===== src/rtl/ttcc_pkg.sv =====
package ttcc_pkg;

  // register addresses seen at the CPU port
  localparam int unsigned ADDR_CNT  = 0;
  localparam int unsigned ADDR_STAT = 1;

  // update source chosen for the cycle counter in a given clock
  typedef enum logic [2:0] {
    UPD_HOLD = 3'd0,
    UPD_ZERO = 3'd1,
    UPD_REF  = 3'd2,
    UPD_CPU  = 3'd3,
    UPD_STEP = 3'd4
  } upd_sel_e;

endpackage


===== src/rtl/ttcc_match_edge.sv =====
module ttcc_match_edge #(
  parameter int unsigned CT_W = 16
) (
  input  logic            clk,
  input  logic            rst,
  input  logic [CT_W-1:0] cur_time,
  input  logic [CT_W-1:0] hit_time,
  output logic            hit_pulse
);

  logic hit_now;
  logic hit_seen;

  assign hit_now = (cur_time == hit_time);

  always_ff @(posedge clk) begin
    if (rst) hit_seen <= 1'b0;
    else     hit_seen <= hit_now;
  end

  // only the first clock of an equality episode counts
  assign hit_pulse = hit_now & ~hit_seen;

endmodule


===== src/rtl/ttcc_cycle_ctr.sv =====
module ttcc_cycle_ctr
  import ttcc_pkg::*;
#(
  parameter int unsigned CNT_W = 6,
  parameter int unsigned CFG_W = 3
) (
  input  logic             clk,
  input  logic             rst,
  input  logic             master,
  input  logic [CFG_W-1:0] cfg,
  input  logic             step,
  input  logic             ref_ld,
  input  logic [CNT_W-1:0] ref_val,
  input  logic             cpu_ld,
  input  logic [CNT_W-1:0] cpu_val,
  output logic [CNT_W-1:0] cnt
);

  localparam logic [CFG_W-1:0] CFG_PIN = '1;

  upd_sel_e         sel;
  logic [CNT_W-1:0] lim;
  logic [CNT_W-1:0] stepped;

  // last index of the matrix cycle for the configured length
  always_comb begin
    if (int'(cfg) >= int'(CNT_W)) lim = '1;
    else                          lim = CNT_W'((1 << cfg) - 1);
  end

  assign stepped = (cnt >= lim) ? '0 : cnt + 1'b1;

  // pin code > reference load > register write > master step
  always_comb begin
    if (cfg == CFG_PIN)     sel = UPD_ZERO;
    else if (ref_ld)        sel = UPD_REF;
    else if (cpu_ld)        sel = UPD_CPU;
    else if (master & step) sel = UPD_STEP;
    else                    sel = UPD_HOLD;
  end

  always_ff @(posedge clk) begin
    if (rst) begin
      cnt <= '0;
    end else begin
      case (sel)
        UPD_ZERO: cnt <= '0;
        UPD_REF:  cnt <= ref_val;
        UPD_CPU:  cnt <= cpu_val;
        UPD_STEP: cnt <= stepped;
        default:  cnt <= cnt;
      endcase
    end
  end

endmodule


===== src/rtl/ttcc_ovf_flag.sv =====
module ttcc_ovf_flag #(
  parameter int unsigned TMR_W = 16
) (
  input  logic             clk,
  input  logic             rst,
  input  logic             ev_mode,
  input  logic [TMR_W-1:0] tmr,
  input  logic             clr,
  output logic             flag
);

  logic [TMR_W-1:0] tmr_prev;
  logic             wrap;

  always_ff @(posedge clk) begin
    tmr_prev <= tmr;
  end

  assign wrap = ev_mode & (&tmr_prev) & ~(|tmr);

  // a wrap in the same clock as a clear keeps the flag set
  always_ff @(posedge clk) begin
    if (rst)       flag <= 1'b0;
    else if (wrap) flag <= 1'b1;
    else if (clr)  flag <= 1'b0;
  end

endmodule


===== src/rtl/ttcc_regif.sv =====
module ttcc_regif
  import ttcc_pkg::*;
#(
  parameter int unsigned REG_W  = 16,
  parameter int unsigned CNT_W  = 6,
  parameter int unsigned ADDR_W = 1
) (
  input  logic              clk,
  input  logic              rst,
  input  logic              wr,
  input  logic [ADDR_W-1:0] addr,
  input  logic [REG_W-1:0]  wdata,
  input  logic [CNT_W-1:0]  cnt,
  input  logic              flag,
  input  logic              pinned,
  output logic              cnt_ld,
  output logic [CNT_W-1:0]  cnt_val,
  output logic              flag_clr,
  output logic [REG_W-1:0]  rdata
);

  logic hit_cnt;
  logic hit_stat;
  logic unused_wdata_hi;

  assign hit_cnt  = (addr == ADDR_W'(ADDR_CNT));
  assign hit_stat = (addr == ADDR_W'(ADDR_STAT));

  assign cnt_ld   = wr & hit_cnt;
  assign cnt_val  = wdata[CNT_W-1:0];
  assign flag_clr = wr & hit_stat & wdata[0];

  assign unused_wdata_hi = ^wdata[REG_W-1:CNT_W];

  always_ff @(posedge clk) begin
    if (rst) begin
      rdata <= '0;
    end else if (hit_cnt) begin
      rdata <= pinned ? '0 : REG_W'(cnt);
    end else if (hit_stat) begin
      rdata <= REG_W'(flag);
    end else begin
      rdata <= '0;
    end
  end

endmodule


===== src/rtl/ttcc_top.sv =====
module ttcc_top #(
  parameter int unsigned CNT_W  = 6,
  parameter int unsigned CFG_W  = 3,
  parameter int unsigned CT_W   = 16,
  parameter int unsigned TMR_W  = 16,
  parameter int unsigned REG_W  = 16,
  parameter int unsigned ADDR_W = 1
) (
  input  logic              clk,
  input  logic              rst,
  input  logic              is_master,
  input  logic              ev_mode,
  input  logic [CFG_W-1:0]  cyc_cfg,
  input  logic [CT_W-1:0]   cycle_time,
  input  logic [CT_W-1:0]   trig_time,
  input  logic              ref_valid,
  input  logic [CNT_W-1:0]  ref_cycle,
  input  logic [TMR_W-1:0]  timer_value,
  input  logic              cpu_wr,
  input  logic [ADDR_W-1:0] cpu_addr,
  input  logic [REG_W-1:0]  cpu_wdata,
  output logic [REG_W-1:0]  cpu_rdata,
  output logic [CNT_W-1:0]  cycle_count,
  output logic              overrun_flag
);

  localparam logic [CFG_W-1:0] CFG_PIN = '1;

  logic             step_pulse;
  logic             wr_cnt;
  logic [CNT_W-1:0] wr_val;
  logic             wr_clr;
  logic             pinned;

  assign pinned = (cyc_cfg == CFG_PIN);

  ttcc_match_edge #(.CT_W(CT_W)) u_edge (
    .clk       (clk),
    .rst       (rst),
    .cur_time  (cycle_time),
    .hit_time  (trig_time),
    .hit_pulse (step_pulse)
  );

  ttcc_regif #(.REG_W(REG_W), .CNT_W(CNT_W), .ADDR_W(ADDR_W)) u_regif (
    .clk      (clk),
    .rst      (rst),
    .wr       (cpu_wr),
    .addr     (cpu_addr),
    .wdata    (cpu_wdata),
    .cnt      (cycle_count),
    .flag     (overrun_flag),
    .pinned   (pinned),
    .cnt_ld   (wr_cnt),
    .cnt_val  (wr_val),
    .flag_clr (wr_clr),
    .rdata    (cpu_rdata)
  );

  ttcc_cycle_ctr #(.CNT_W(CNT_W), .CFG_W(CFG_W)) u_ctr (
    .clk     (clk),
    .rst     (rst),
    .master  (is_master),
    .cfg     (cyc_cfg),
    .step    (step_pulse),
    .ref_ld  (ref_valid),
    .ref_val (ref_cycle),
    .cpu_ld  (wr_cnt),
    .cpu_val (wr_val),
    .cnt     (cycle_count)
  );

  ttcc_ovf_flag #(.TMR_W(TMR_W)) u_ovf (
    .clk     (clk),
    .rst     (rst),
    .ev_mode (ev_mode),
    .tmr     (timer_value),
    .clr     (wr_clr),
    .flag    (overrun_flag)
  );

endmodule


===== config.mk =====
export PLATFORM = sky130hd
export DESIGN_NAME = ttcc_top
export DESIGN_NICKNAME = d
export VERILOG_FILES = /design/src/rtl/ttcc_pkg.sv /design/src/rtl/ttcc_match_edge.sv /design/src/rtl/ttcc_cycle_ctr.sv /design/src/rtl/ttcc_ovf_flag.sv /design/src/rtl/ttcc_regif.sv /design/src/rtl/ttcc_top.sv
export SDC_FILE = /design/constraint.sdc
export NUM_CORES = 1
export LEC_CHECK = 0
export BUFFER_PORTS_ARGS = -buffer_cell sky130_fd_sc_hd__buf_2
export CAP_MARGIN = 0
export CORE_ASPECT_RATIO = 0.5
export CORE_MARGIN = 8
export CORE_UTILIZATION = 30
export CTS_CLUSTER_DIAMETER = 80
export DETAILED_ROUTE_END_ITERATION = 10
export PLACE_DENSITY = 0.66
export SLEW_MARGIN = 5
export SYNTH_ARGS = -nofsm -noshare
export SYNTH_HDL_FRONTEND = slang
export SYNTH_SLANG_ARGS = --single-unit

===== constraint.sdc =====
create_clock -name clk -period 6.4 [get_ports clk]
set_input_delay 1.28 -clock clk [delete_from_list [all_inputs] [get_ports clk]]
set_output_delay 1.28 -clock clk [all_outputs]
set_load 0.02 [all_outputs]

==> reports/results.tsv, run 1 <==
metric	value	unit
run_status	finished, final reports clean	
utilization	40.29	%
globalRouteTotalUtil	10.78	%
cts.htree.levels	2	
ant_nets	0	
critPathSlowestCell	a2111oi_4	
leakage	1.005	nW
initial_utilization	30.44	%
grt_max_degree	13	
start_kind	primary input	
first_pass_iters	4	
worst-r2r-cell-count	7	
critical_path.max_fanout	10	
finalHoldViolations	0	
synth_top_flop_cell	dfxtp_1	
detail_route.wirelength	4.517	mm
clkSinkCount	30	
chipHeight	68.21	µm
post_cts_hold_buffers	0	
critical_path.endpoint_type	flip-flop	
num_antenna_cells	0	
finalNetCount	345	
max_clock_freq	274.4	MHz
final.period_utilization	56.94	%
post_cts_resize_count	0	
post-dp-hpwl	3.803	mm
grt_setup_unrepaired	false	
cap_violations	0	
clk_pin_slew_worst_paths	0.07	ns
timing.setup.tns	0	ns
critical-path-top-delay-family	compound AO/OA/AOI/OAI gates	
reg2reg_from	u_ctr.cnt[0]	
postCtsSetupBuffers	0	
grt_pass1_vias	1649	
worst_path_depth	11	
power.density	207.1	mW/mm²
synth-warning-count	0	
tritoncts_clock_tree	yes	
grt_remaining_overflow	0	
final_layout_size_suffix_gt1_share	37.21	%
flip_flop_and_latch_count_after_synthesis	30	
post-route-min-period	3.644	ns
hold_path_class	reg2reg	
maxSlewHeadroom	66.89	%
avgRoutedWirePerCell	13.65	µm
worstReg2RegEnd	u_ctr.cnt[2]	
area_of_the_die	0.008213	mm²
setup.reg_to_reg.worst_slack	4.26	ns
post_synth_edffs	0	
rows	19	
critPathLaunch	cyc_cfg[2]	
netlist-cell-type-count	46	
grt_pass1_wl	7.176	mm
skew_final	0.005608	ns
gp_routability_congestion	0.8010	
cp_slowest_stage_delay	0.54	ns
cts-buffers-inserted	5	
max-clock-path-buffers	2	
drt-initial-drc-count	162	
die_x	120.4	µm
vias	1571	
syn-mean-instance-area	9.345	µm²
fp.coreArea	0.005373	mm²
pin_count	103	
via_to_cell_ratio	4.746	
buffer_type_at_the_clock_tree_root	clkbuf_8	
report.final.setup_viol	0	
remaining_drc_errors	0	
postSynthCellCount	175	
clk-insertion-delay-late	0.28	ns
synth_sequential_area_ratio	36.73	%
worstPathArrival	3.85	ns
criticalPathCategory	in2reg	
antenna_found_initial	0	
vdd.ir_drop.worst	0.09045	mV
layout-area-overhead-vs-synth	32.36	%
timing.critical_path.cells	buf_2 > or3_1 > ha_1 > o21bai_1 > a22oi_1 > ha_1 > a21oi_1 > a21boi_0 > a2111oi_4 > nand3b_1 > o211ai_1	
synth_area	0.001635	mm²
timing.critical_path.required	6.61	ns
io_buffers	82	
worst_pin_slew	0.4922	ns
critPathMostFrequentCell	ha_1	
number_of_buffers_and_inverters_on_the_critical_path	1	
share_of_synthesized_flip_flops_with_an_asynchronous_set_or_reset	0	%
worstSetupEndpoint	u_ctr.cnt[2]	
report.final.slew_viol_count	0	
[worst min-delay path: cells and delay by family (launching register included)]
kind               cells  cell delay (ns)
DFF                    1             0.32
and+or+nand+nor        1             0.06
AOI/OAI and AO/OA      1             0.05
[cells in the final DEF, fill, tap and decap left out, types with 3 or more instances in the layout]
cell      count
a31oi_1       4
or3_1         3
nor3_1        3
nand3_1      10
nand3b_1      3
nor2_1        6
buf_2        82
and2_1        8
conb_1       10
a21oi_1       5
xor2_1       16
dfxtp_1      30
clkbuf_8      6
a32oi_1       3
nand4_1       4
nand2_1       8
nor2b_1       4
nor4_1        6
o211ai_1      8
ha_1          8
nand2b_1      3
[cells by family (layout without fill, tap and decap cells)]
family                   after synthesis  count (layout)  synth area share, %
multiplexers                           1               1               0.6121
flip-flops                            30              30                36.73
other                                  1              10               0.2293
buffers and inverters                 18              92                6.656
adder cells (fa/ha/maj)                8               8                6.121
AO/OA/AOI/OAI                         36              36                17.52
AND/OR/NAND/NOR                       65              65                23.57
XOR/XNOR                              16              16                8.569
[flip-flops by register name, summed over array words and instances, names as in the netlist]
name	count
u_regif.rdata	6
u_ctr.cnt	6
u_edge.hit_seen	1
u_ovf.flag	1
u_ovf.tmr_prev	16
[power breakdown]
part	internal (mW)	switching, mW	leakage [nW]
Clock	0.0863	0.0708	0.0472
Sequential	0.196	0.00739	0.249
Combinational	0.0394	0.0482	0.708
[through the flow]
step | area (µm²) | instances | setup slack, ns | hold slack, ns | total power [mW]
floorplan | 1669 | 184 | 2.801 | 0.5399 | 0.2619
global placement | 2069 | 323 | 2.620 | 0.4602 | 0.2918
global route | 2165 | 331 | 2.582 | 0.5048 | 0.4727
detailed placement | 2069 | 323 | 2.501 | 0.4716 | 0.2951
CTS | 2165 | 331 | 2.780 | 0.4810 | 0.4529
finish | 2165 | 331 | 2.756 | 0.4734 | 0.4483
[metal layers]
| metal | wire [µm] | share of wire (%) | up-vias | GRT usage (%) |
|---|---|---|---|---|
| met5 | 0 | 0 | - | 0 |
| met4 | 59 | 1.3 | 0 | 4.314 |
| met3 | 370 | 8.2 | 6 | 4.444 |
| met2 | 2171 | 48 | 68 | 19.38 |
| met1 | 1916 | 42 | 708 | 11.38 |
| li1 | - | - | 789 | - |
[cell usage after synthesis, types with 2 or more instances]
cell type	instances	area, µm²
or3_1	3	18.77
buf_2	3	15.01
buf_4	10	75.07
xor2_1	16	140.1
o21ai_0	2	10.01
a31oi_1	4	25.02
nand2b_1	3	18.77
nand4_1	4	25.02
dfxtp_1	30	600.6
o21bai_1	2	15.01
a32oi_1	3	26.28
clkbuf_1	2	7.510
nor4_1	6	37.54
nand3_1	10	50.05
nor3_1	3	15.01
and2_1	8	50.05
o211ai_1	8	60.06
nand2_1	8	30.03
ha_1	8	100.1
nor2b_1	4	25.02
a21oi_1	5	25.02
nand3b_1	3	22.52
nor2_1	6	22.52
inv_1	2	7.510
[cell type report]
cell class,count,area (µm²)
Clock buffer,6,82.58
Clock inverter,2,12.51
Fill cell,563,3208
Inverter,2,7.507
Multi-Input combinational cell,136,959.7
Sequential cell,30,600.6
Tap cell,73,91.34
Timing Repair Buffer,82,410.4
[worst min-delay path by stage]
stage,from,to,slack (ns),depth (start not counted)
final,u_ovf.flag,u_ovf.flag,0.47,2
after global routing,u_ovf.flag,u_ovf.flag,0.50,2
after CTS,u_ovf.flag,u_ovf.flag,0.48,2
after detailed placement,u_ovf.flag,u_ovf.flag,0.47,2
after global placement,u_ovf.flag,u_ovf.flag,0.46,2
after floorplan,u_ovf.flag,u_ovf.flag,0.54,2
No activity file was read; power rests on OpenSTA's default activity.
==> inputs of run 2 (changes only) <==
PLACE_DENSITY = 0.68   (was 0.66)
clock period = 3.25 ns   (was 6.4 ns; I/O delays follow)
==> run 2 against run 1 <==
Net effect: sequential share of layout area about the same; clock skew grew 0.0065 ns; highest routed layer unchanged; register-to-register slack got worse by 3.2 ns; utilization grew 0.070 points; non-clock buffer count rose by 1; clock power is 94% higher; largest cell class unchanged; cell count increased by 0.30%; power rose by 96%; sequential power increased by 97%; largest power group unchanged; combinational power is 97% higher; wire length increased by 0.31%; critical path depth unchanged.
==> reports/results.tsv, run 2 (synthesized netlist as in run 1, its figures left out) <==
metric	value	unit
worst-r2r-cell-count	7	
max_clock_freq	340.4	MHz
p_seq_share	45.6	%
grt_setup_unrepaired	false	
criticalPathCategory	in2reg	
report.final.setup_viol	0	
first_pass_iters	4	
report.final.slew_viol_count	0	
die_x	120.4	µm
hold_path_class	reg2reg	
final.period_utilization	90.40	%
worstHoldEndpoint	u_ovf.flag	
fin_ws	0.3120	ns
biggestRegsByFlops	u_ovf.tmr_prev: 16 flops, u_ctr.cnt: 6 flops, u_regif.rdata: 6 flops	
clk_pin_slew_worst_paths	0.07	ns
maxSlewHeadroom	66.34	%
io_buffers	82	
startpoint_of_the_most_critical_hold_path	u_ovf.flag	
timing.critical_path.required	3.45	ns
ant_nets	0	
power.density	405.4	mW/mm²
finalHoldViolations	0	
vias	1600	
grt_remaining_overflow	0	
critical_path.endpoint_type	flip-flop	
post-route-min-period	2.938	ns
pin_count	103	
num_antenna_cells	0	
cap_violations	0	
rows	19	
antenna_found_initial	0	
combinational_share_of_power	19.6	%
buffer_type_at_the_clock_tree_root	clkbuf_8	
reg2reg_from	u_ctr.cnt[0]	
tritoncts_clock_tree	yes	
max-clock-path-buffers	2	
worst_pin_slew	0.5004	ns
drt-initial-drc-count	114	
chipHeight	68.21	µm
cellInternalPower	635.1	µW
cts.htree.levels	2	
layout-area-overhead-vs-synth	32.59	%
place_ws	0.06064	ns
final_cell_count_no_fill	332	
avgRoutedWirePerCell	13.65	µm
post_cts_hold_buffers	0	
worstReg2RegEnd	u_ctr.cnt[2]	
skew_final	0.01215	ns
postCtsSetupBuffers	0	
mostFrequentLayoutCells	buf_2 (82), dfxtp_1 (30), xor2_1 (16), nand3_1 (10), conb_1 (10)	
initial_utilization	30.44	%
grt_pass1_wl	7.251	mm
remaining_drc_errors	0	
post-dp-hpwl	3.762	mm
worst_hold_path.num_cells	2	
via_to_cell_ratio	4.819	
final_layout_size_suffix_gt1_share	37.07	%
power.switching	243.9	µW
place_inst	324	
grt_max_degree	13	
gp_routability_congestion	0.8064	
detail_route.wirelength	4.531	mm
globalRouteTotalUtil	10.95	%
cts-buffers-inserted	5	
largest_register_ff_count	16	
clkSinkCount	30	
start_kind	primary input	
grt_pass1_vias	1669	
num-fill-cells	555	
critical_path.max_fanout	9	
vdd.ir_drop.worst	0.2265	mV
regMostFlops	u_ovf.tmr_prev	
setup.reg_to_reg.worst_slack	1.03	ns
worstPathArrival	3.14	ns
layout.cells.most_common	buf_2	
fp.coreArea	0.005373	mm²
leakage	1.010	nW
run_status	finished, final reports clean	
post_cts_resize_count	0	
p_total	879.1	µW
finalNetCount	346	
p_clk_share	34.7	%
postPlaceCellArea	0.002077	mm²
timing.setup.tns	0	ns
postLayoutCellArea	0.002168	mm²
switching_share	27.75	%
clk-insertion-delay-late	0.28	ns
area_of_the_die	0.008213	mm²
run 2: cell types whose count changed in the layout (fill, tap and decap cells not counted), sizes merged:
cell      before  now
clkinvlp       1    0
clkbuf         6    7
buf           82   83
run 2: critical path, stage by stage:
cell and delay [ns]:
buf_2 0.15, or3_1 0.36, ha_1 0.24, o21bai_1 0.13
a22oi_1 0.10, ha_1 0.32, a21oi_1 0.12, a21boi_0 0.18
a2111oi_4 0.57, nand3b_1 0.14, o211ai_1 0.17
run 2: worst max-delay path by stage:
stage                        end  depth (start not counted)       start
floorplan           u_ctr.cnt[2]                         11  cyc_cfg[2]
finish              u_ctr.cnt[2]                         11  cyc_cfg[1]
CTS                 u_ctr.cnt[2]                         11  cyc_cfg[1]
global placement    u_ctr.cnt[2]                         11  cyc_cfg[1]
global route        u_ctr.cnt[3]                         11  cyc_cfg[1]
detailed placement  u_ctr.cnt[2]                         11  cyc_cfg[1]
run 2: layout make-up:
cell class,count,area (µm²),share of cell area [%]
flip-flops and latches,30,600.6,27.70
clock buffers,7,86.33,3.982
multi-input cells,136,959.7,44.26
clock inverters,1,5.005,0.2308
inverters,2,7.507,0.3462
well taps,73,91.34,4.212
repair buffers,83,417.9,19.27
run 2: power groups by stage:
stage	clock (mW)	sequential [mW]	combinational, mW
floorplan	0	0.415	0.101
global placement	0	0.409	0.166
detailed placement	0	0.409	0.173
CTS	0.313	0.401	0.173
global route	0.330	0.403	0.193
finish	0.305	0.401	0.173
run 2: layer usage:
layer | wire, µm | GRT usage (%) | up-vias | share of wire, %
li1 | - | - | 796 | -
met1 | 1863 | 10.99 | 726 | 41
met2 | 2157 | 20.00 | 68 | 48
met3 | 424 | 4.856 | 10 | 9.4
met4 | 85 | 4.931 | 0 | 1.9
met5 | 0 | 0 | - | 0
run 2: metrics by stage:
step | util [%] | hold slack, ns
global placement | 38.66 | 0.4556
CTS | 40.36 | 0.4782
finish | 40.36 | 0.4779
detailed placement | 38.66 | 0.4685
floorplan | - | 0.5399
global route | 40.36 | 0.4847
